===== src/rtl/flash_wr_mgr.sv =====
module flash_wr_mgr #(
  parameter int AW     = 24,
  parameter int BLK_SH = 16,
  parameter int TRIES  = 10
) (
  input  logic              clk,
  input  logic              rst_n,
  input  logic              cmd_valid,
  input  logic [1:0]        cmd_code,
  output logic              cmd_err,
  input  logic              size_sel,
  input  logic              req_valid,
  input  logic [AW-1:0]     req_offset,
  input  logic [AW-1:0]     req_len,
  output logic              busy,
  output logic              done,
  output logic [2:0]        status,
  output logic [AW:0]       written,
  output logic              op_start,
  output logic              op_erase,
  output logic [AW-1:0]     op_addr,
  output logic [AW:0]       op_len,
  input  logic              op_done,
  input  logic              op_pass,
  input  logic [BLK_SH:0]   op_bytes
);
  localparam int W       = AW + 1;
  localparam int CNT_W   = W - BLK_SH;
  localparam int TRY_W   = $clog2(TRIES + 1);
  localparam logic [W-1:0] BLK_BYTES = W'(1) << BLK_SH;
  localparam logic [W-1:0] SZ_SMALL  = W'(1) << 20;
  localparam logic [W-1:0] SZ_BIG    = W'(1) << 22;
  localparam logic [2:0] ST_OK = 3'd0, ST_PROT = 3'd1, ST_RANGE = 3'd2,
                         ST_EFAIL = 3'd3, ST_PFAIL = 3'd4;

  typedef enum logic [2:0] {S_IDLE, S_ERASE, S_EWAIT, S_PROG, S_PWAIT} state_t;
  state_t state;

  logic en_all, en_low;
  logic [AW-1:0]    cur_ofs;
  logic [W-1:0]     remain;
  logic [CNT_W-1:0] blocks;
  logic [TRY_W-1:0] ecnt, pcnt;

  logic [W-1:0] dev_size, ofs_w, len_w, room, clip_len, req_end, blk_room, prog_len;
  logic [W-1:0] blk_cnt_w;
  logic         prot_hit, out_range;

  assign dev_size  = size_sel ? SZ_BIG : SZ_SMALL;
  assign ofs_w     = {1'b0, req_offset};
  assign len_w     = {1'b0, req_len};
  assign prot_hit  = !en_all || ((ofs_w < BLK_BYTES) && !en_low);
  assign out_range = ofs_w >= dev_size;
  assign room      = dev_size - ofs_w;
  assign clip_len  = (len_w > room) ? room : len_w;
  assign req_end   = ofs_w + clip_len;
  assign blk_cnt_w = (req_end >> BLK_SH) - (ofs_w >> BLK_SH) + W'(1)
                     - ((req_end[BLK_SH-1:0] == '0) ? W'(1) : W'(0));

  assign blk_room  = BLK_BYTES - W'(cur_ofs[BLK_SH-1:0]);
  assign prog_len  = (remain < blk_room) ? remain : blk_room;

  assign busy     = state != S_IDLE;
  assign op_start = (state == S_ERASE) || (state == S_PROG);
  assign op_erase = state == S_ERASE;
  assign op_addr  = (state == S_ERASE) ? {cur_ofs[AW-1:BLK_SH], {BLK_SH{1'b0}}} : cur_ofs;
  assign op_len   = (state == S_PROG) ? prog_len : '0;

  always_ff @(posedge clk or negedge rst_n) begin
    if (!rst_n) begin
      en_all  <= 1'b0;
      en_low  <= 1'b0;
      cmd_err <= 1'b0;
    end else begin
      cmd_err <= 1'b0;
      if (cmd_valid) begin
        case (cmd_code)
          2'd0: begin en_all <= 1'b0; en_low <= 1'b0; end
          2'd1: en_all <= 1'b1;
          2'd2: en_low <= 1'b1;
          default: begin en_all <= 1'b0; en_low <= 1'b0; cmd_err <= 1'b1; end
        endcase
      end
    end
  end

  always_ff @(posedge clk or negedge rst_n) begin
    if (!rst_n) begin
      state   <= S_IDLE;
      done    <= 1'b0;
      status  <= ST_OK;
      written <= '0;
      cur_ofs <= '0;
      remain  <= '0;
      blocks  <= '0;
      ecnt    <= '0;
      pcnt    <= '0;
    end else begin
      done <= 1'b0;
      case (state)
        S_IDLE: if (req_valid) begin
          written <= '0;
          if (prot_hit) begin
            done <= 1'b1; status <= ST_PROT;
          end else if (out_range) begin
            done <= 1'b1; status <= (req_len == '0) ? ST_OK : ST_RANGE;
          end else if (clip_len == '0) begin
            done <= 1'b1; status <= ST_OK;
          end else begin
            cur_ofs <= req_offset;
            remain  <= clip_len;
            blocks  <= blk_cnt_w[CNT_W-1:0];
            ecnt    <= '0;
            pcnt    <= '0;
            state   <= S_ERASE;
          end
        end
        S_ERASE: state <= S_EWAIT;
        S_EWAIT: if (op_done) begin
          ecnt <= ecnt + 1'b1;
          if (op_pass) state <= S_PROG;
          else if (32'(ecnt) + 1 >= TRIES) begin
            state <= S_IDLE; done <= 1'b1; status <= ST_EFAIL;
          end else state <= S_ERASE;
        end
        S_PROG: state <= S_PWAIT;
        S_PWAIT: if (op_done) begin
          if (op_bytes == '0) begin
            pcnt <= pcnt + 1'b1;
            if (32'(pcnt) + 1 >= TRIES) begin
              state <= S_IDLE; done <= 1'b1; status <= ST_PFAIL;
            end else state <= S_ERASE;
          end else begin
            cur_ofs <= cur_ofs + AW'(op_bytes);
            remain  <= remain - W'(op_bytes);
            written <= written + W'(op_bytes);
            if (blocks == CNT_W'(1)) begin
              state <= S_IDLE; done <= 1'b1; status <= ST_OK;
            end else begin
              blocks <= blocks - 1'b1;
              ecnt   <= '0;
              pcnt   <= '0;
              state  <= S_ERASE;
            end
          end
        end
        default: state <= S_IDLE;
      endcase
    end
  end
endmodule


===== config.mk =====
export PLATFORM = sky130hd
export DESIGN_NAME = flash_wr_mgr
export DESIGN_NICKNAME = d
export VERILOG_FILES = /design/src/rtl/flash_wr_mgr.sv
export SDC_FILE = /design/constraint.sdc
export NUM_CORES = 1
export LEC_CHECK = 0
export BUFFER_PORTS_ARGS = -buffer_cell sky130_fd_sc_hd__buf_2
export CAP_MARGIN = 15
export CELL_PAD_IN_SITES_DETAIL_PLACEMENT = 2
export CELL_PAD_IN_SITES_GLOBAL_PLACEMENT = 2
export CORE_MARGIN = 2
export CORE_UTILIZATION = 38
export CTS_BUF_LIST = sky130_fd_sc_hd__clkbuf_4
export CTS_CLUSTER_SIZE = 28
export DETAILED_ROUTE_END_ITERATION = 10
export PLACE_DENSITY = 0.9
export SLEW_MARGIN = 20
export SYNTH_ARGS = -nofsm -noshare
export SYNTH_HDL_FRONTEND = slang
export SYNTH_SLANG_ARGS = --single-unit

===== constraint.sdc =====
create_clock -name clk -period 6.8 [get_ports clk]
set_input_delay 0 -clock clk [delete_from_list [all_inputs] [get_ports clk]]
set_output_delay 0 -clock clk [all_outputs]
set_load 0.02 [all_outputs]

# Word level (Yosys, flattened, before mapping)
# Cells that the tools add are included.
# totals
output_inout_bits	82
input_bits	74
ram_bits	0
mem_count	0
wordCells	164
register_bits	101
latchBits	0
romBits	0
# classes
n_mux	85
mul	0
magnitude_cmp	6
bitwise	2
reduce_logical	24
n_eq_ne	21
shift	0
addsub	14
div	0
# op_table
operator	n
25-bit two-way mux	12
24-bit two-way mux	6
25-bit one-hot mux with 2 select lines	2
9-bit two-way mux	7
3-bit two-way mux	18
24-bit one-hot mux with 2 select lines	1
4-bit two-way mux	10
24-bit by 25-bit adder with 25-bit output	1
25-bit by 17-bit adder with 25-bit output	1
24-bit by 25-bit > comparator with 1-bit output	1
25-bit logical NOT	1
25-bit less-than comparator	1
23-bit by 24-bit subtractor with 25-bit output	1
25-bit by 17-bit subtractor with 25-bit output	1
24-bit by 17-bit adder with 24-bit output	1
24-bit by 23-bit >= comparator with 1-bit output	1
24-bit logical NOT	1
24-bit by 17-bit less-than comparator with 1-bit output, second input constant	1
23-bit two-way mux	1
2-bit inequality test, second input constant	10
9-bit one-hot mux with 2 select lines	1
9-bit AND reduction	2
17-bit by 16-bit subtractor with 18-bit output, first input constant	1
17-bit logical NOT	1
other kinds (39)	69

# Logic depth before layout (Yosys ltp)
# logic_depth
depth_word	13
mapped_depth	44
depth_no_buf	41

# Worst setup path after synthesis
# Ideal clock, no wire load.
# synth_timing
path_type	input to register
startpoint	input port req_offset[0]
endpoint	register blocks[8]
arrival_ps	8370
path_buffers	4
setup_time_ps	95
path_slack_ps	-1665
stages	41
t_required_ps	6705
path_cell_list	inv_1 -> ha_1 -> buf_2 -> or4b_4 -> or4_4 -> buf_2 -> o41ai_1 -> xor2_1 -> inv_1 -> ha_1 -> nand3_1 -> nor4_1 -> a21boi_0 -> o221ai_1 -> clkbuf_1 -> clkbuf_1 -> o21ai_0 -> ha_1 -> [... 5 more ...] -> or3_1 -> a21oi_1 -> a21o_1 -> a21oi_1 -> xor2_1 -> ha_1 -> inv_1 -> ha_1 -> ha_1 -> and3_1 -> a2111oi_0 -> o21bai_1 -> a21oi_1 -> xnor2_1 -> o21ai_0 -> a21oi_1 -> o21ai_0 -> o31ai_1
# synth_via
elab_chain_len	12
elab_cells_between_ends	23
cone_classes	add/sub: 5; order compare: 3; eq/ne: 3; mux: 7; reduce/logical: 5
# synth_lines
element	line	rtl
start: declaration	13	input logic [AW-1:0] req_offset,
23-bit by 24-bit subtractor with 25-bit output	54	assign room = dev_size - ofs_w;
24-bit by 25-bit > comparator with 1-bit output	55	assign clip_len = (len_w > room) ? room : len_w;
25-bit two-way mux	55	
24-bit by 25-bit adder with 25-bit output	56	assign req_end = ofs_w + clip_len;
9-bit by 8-bit subtractor with 9-bit output / 16-bit logical NOT (equally long branches)	57, 58	
9-bit by 2-bit adder with 9-bit output / 1-bit two-way mux (equally long branches)	57, 58	
9-bit by 2-bit subtractor with 9-bit output	58	- ((req_end[BLK_SH-1:0] == '0) ? W'(1) : W'(0));
9-bit two-way mux	107	end else if (clip_len == '0) begin
9-bit two-way mux	105	end else if (out_range) begin
9-bit two-way mux	103	if (prot_hit) begin
9-bit two-way mux	101	S_IDLE: if (req_valid) begin
9-bit one-hot mux with 2 select lines	100	case (state)
end signal: assignment	112	blocks <= blk_cnt_w[CNT_W-1:0];
end signal: assignment	140	blocks <= blocks - 1'b1;
end: declaration	42	logic [CNT_W-1:0] blocks;
# Parallel ways exist; a longest one is shown, timed or not. The select of a mux whose other input is x is not followed.
# A chain may end at the register's enable or synchronous reset.

# Final worst setup path
# layout_timing
startpoint	input port req_offset[1]
endpoint	register blocks[8]
# The elaborated chain is that of the path after synthesis.

==> out/qor.txt <==
Slew headroom - 16.7%
R2r setup slk - 2150 ps
Most frequent CP cell - ha_1
Synth area leaders - dfrtp_1 (21%), ha_1 (15%), o21ai_0 (5.3%)
Clk_lat worst skew - 600 ps
Pleak - 7.53 nW
Starting DRT DRC Count - 2086
Final WL - 91.6 mm
Most frequent cell after synthesis - nand2_1
PwrDens - 419 mW/mm²
FP Rows - 64
Detailed placement HPWL - 46.7 mm
Critical path depth - 41
Worst R2R Start - remain[0]$_DFFE_PN0P_
Storage cell area - 0.00253 mm²
Slew @ Worst Pin - 1250 ps
Max Root-Sink Buffers - 2
Core area - 0.0307 mm²
Fill count - 3377
Fmax - 116 MHz
Avg Cell Area, Syn - 7.75 µm²
Synth Warn # - 0
H-tree Lvls - 3
Die H - 181 µm
P&R area growth vs syn - 32.1%
Crit Path Class - in -> reg
Tot GR Track Use - 48.6%
CP peak stage delay - 540 ps
Grt ovf - 0
Post-synth top area cell - dfrtp_1
Starting density of the core - 38.8%
RSZ-0062 raised after global routing - true
Initial antenna violation count - 9
Commonest cells post-synth - nand2_1 (151), ha_1 (145), nor2_1 (131)
Crit-path max FO - 9
Post-DRT Antenna Nets - 0
Share of cells above drive strength 1 - 29.3%
Largest net degree at the start of global routing - 89
CP max-delay cell - or4_4
Die area - 0.0327 mm²
#FFs+latches synth - 101
Startpoint Class - input port
Vias - 16.8k
WP buf/inv - 8
Routed WL per cell - 40.0 µm
Footprint of the multi-input gates - 0.00940 mm²
CTS tree - yes
CP top delay family - compound AO/OA/AOI/OAI gates
CTS Buf Count - 9
Final hold violations - 0
I/O Buffers - 147
Final-report max-slew violation count - 0
CP Data Required Time - 7310 ps
Residual DRC - 0
Post-Route Skew - 62.8 ps
# IOs - 156
Critical path origin - req_offset[1]
Share of the synthesized area in the top cell type - 21.2%
Tcrit/Tclk final - 127%
Die Width - 181 µm
CP arrival - 9130 ps
Vias in the first global route - 17.7k
Nets - 2106
Max_cap viols - 0
Router iterations before antenna repair - 6
Hold WS - 13.3 ps
Ys flop type - dfrtp_1
Post-route setup slack - -1810 ps
Hold Path Class - in -> async
Via density - 7.35
Outcome - finished with violations
Setup TNS - -10900 ps
Mapped Cells - 1535
Minimum clock period - 8610 ps
First-pass GRT wire length - 120 mm
DP Worst Slack - -1830 ps
Setup crit end kind - register
Violated checks - setup timing
Async S/R FF share, synth - 100%
RD Place Congestion - 0.930
EDFF count, synth - 0
Mapped Area - 0.0119 mm²
Part of the Yosys area used for sequential elements - 21.2%
Peak VDD IR - 0.206 mV
Setup violation total in the final timing report - 9
Clock slew at reported path FFs - 250 ps
# clock sinks - 101
Root buffer cell - clkbuf_4
Synth unique cells - 84
FF-to-FF path depth - 13
routing by layer:
layer  global-route usage (%)  vias to the layer above  routed length [µm]
met5                        0                        -                  32
met4                     34.6                        6               10700
met3                     11.9                      821                9420
met2                     81.6                     1626               40400
met1                     53.7                     8103               31100
li1                         -                     6246                   -
worst reg2reg max path: cells and delay by family, from the launching register on:
| kind | cells | cell delay [ps] |
|---|---|---|
| flops | 1 | 520 |
| fa+ha+maj | 2 | 500 |
| compound gates | 7 | 2710 |
| simple gates | 3 | 530 |
| buf+inv | 1 | 130 |
cell type report:
type | count | share of cell area, %
tap | 396 | 3.15
clock inverter | 7 | 0.303
multi-input combinational | 1273 | 59.8
sequential | 101 | 16.1
timing repair buffer | 401 | 17.7
antenna | 5 | 0.0796
inverter | 95 | 2.41
clock buffer | 9 | 0.430
per-stage QoR:
stage | area [µm²] | utilization, % | instances | power (mW)
global route | 15700 | 51.2 | 2284 | 6.67
detailed placement | 14500 | 47.1 | 2203 | 4.90
CTS | 15400 | 50.2 | 2265 | 5.68
finish | 15700 | 51.2 | 2287 | 6.59
global placement | 14500 | 47.1 | 2203 | 4.44
floorplan | 12200 | - | 1542 | 3.55
registers in the layout (all words and copies together) (netlist names):
register,count
ecnt,4
en_all,1
en_low,1
done,1
blocks,9
remain,25
written,25
cur_ofs,24
pcnt,4
state,3
cmd_err,1
status,3
where the power goes:
group / switching [mW] / internal (mW) / total, mW
Combinational: 3.29 / 1.65 / 4.95
Sequential: 0.456 / 0.823 / 1.28
Clock: 0.289 / 0.0764 / 0.365
Total: 4.04 / 2.55 / 6.59
kinds of logic (layout without fill, tap and decap cells):
| logic type | count (synthesis) | count (layout) | share of synthesized area [%] |
|---|---|---|---|
| adders and majority gates | 151 | 151 | 16.3 |
| and+or+nand+nor | 538 | 539 | 22.2 |
| buffers and inverters | 169 | 512 | 6.36 |
| other | 1 | 13 | 0.0315 |
| xor gates and xnor gates | 94 | 94 | 6.92 |
| muxes | 12 | 12 | 1.06 |
| AOI/OAI and AO/OA | 469 | 469 | 25.9 |
| DFF | 101 | 101 | 21.2 |
cells in the final DEF (no fill, tap or decap), types with 15 or more instances in the layout:
cell type        n
buf_4          224
nand2_1        144
buf_2          144
ha_1           128
nor2_1         126
dfrtp_1        101
o21ai_0         99
a21oi_1         98
inv_1           87
xnor2_1         50
nor3_1          46
xor2_1          39
nand3_1         33
a21o_1          32
nor2b_1         30
nor4_1          26
o21ai_1         22
dlygate4sd3_1   22
o31ai_1         20
nand2b_1        19
o21ai_2         16
nand4_1         15
final timing paths:
| path | endpoint |
|---|---|
| setup reg to reg | remain[20]$_DFFE_PN0P_ |
| setup / recovery | blocks[8]$_DFFE_PN0P_ |
| max in group asynchronous | cur_ofs[23]$_DFFE_PN0P_ |
| hold reg to reg | written[0]$_DFFE_PN0P_ |
| min in group clk | cur_ofs[22]$_DFFE_PN0P_ |
| hold / removal | remain[5]$_DFFE_PN0P_ |
repair_timing:
action / 4_1_cts / 5_1_grt
endpoints found under the setup margin: 8 / 9
endpoints found under the hold margin: 73 / 0
hold buffers: 22 / 0
resized for setup: 105 / 34
pin swaps: 70 / 40
cloned: 2 / 0
buffers inserted: 24 / 17
(Power assumes the default switching activity.)
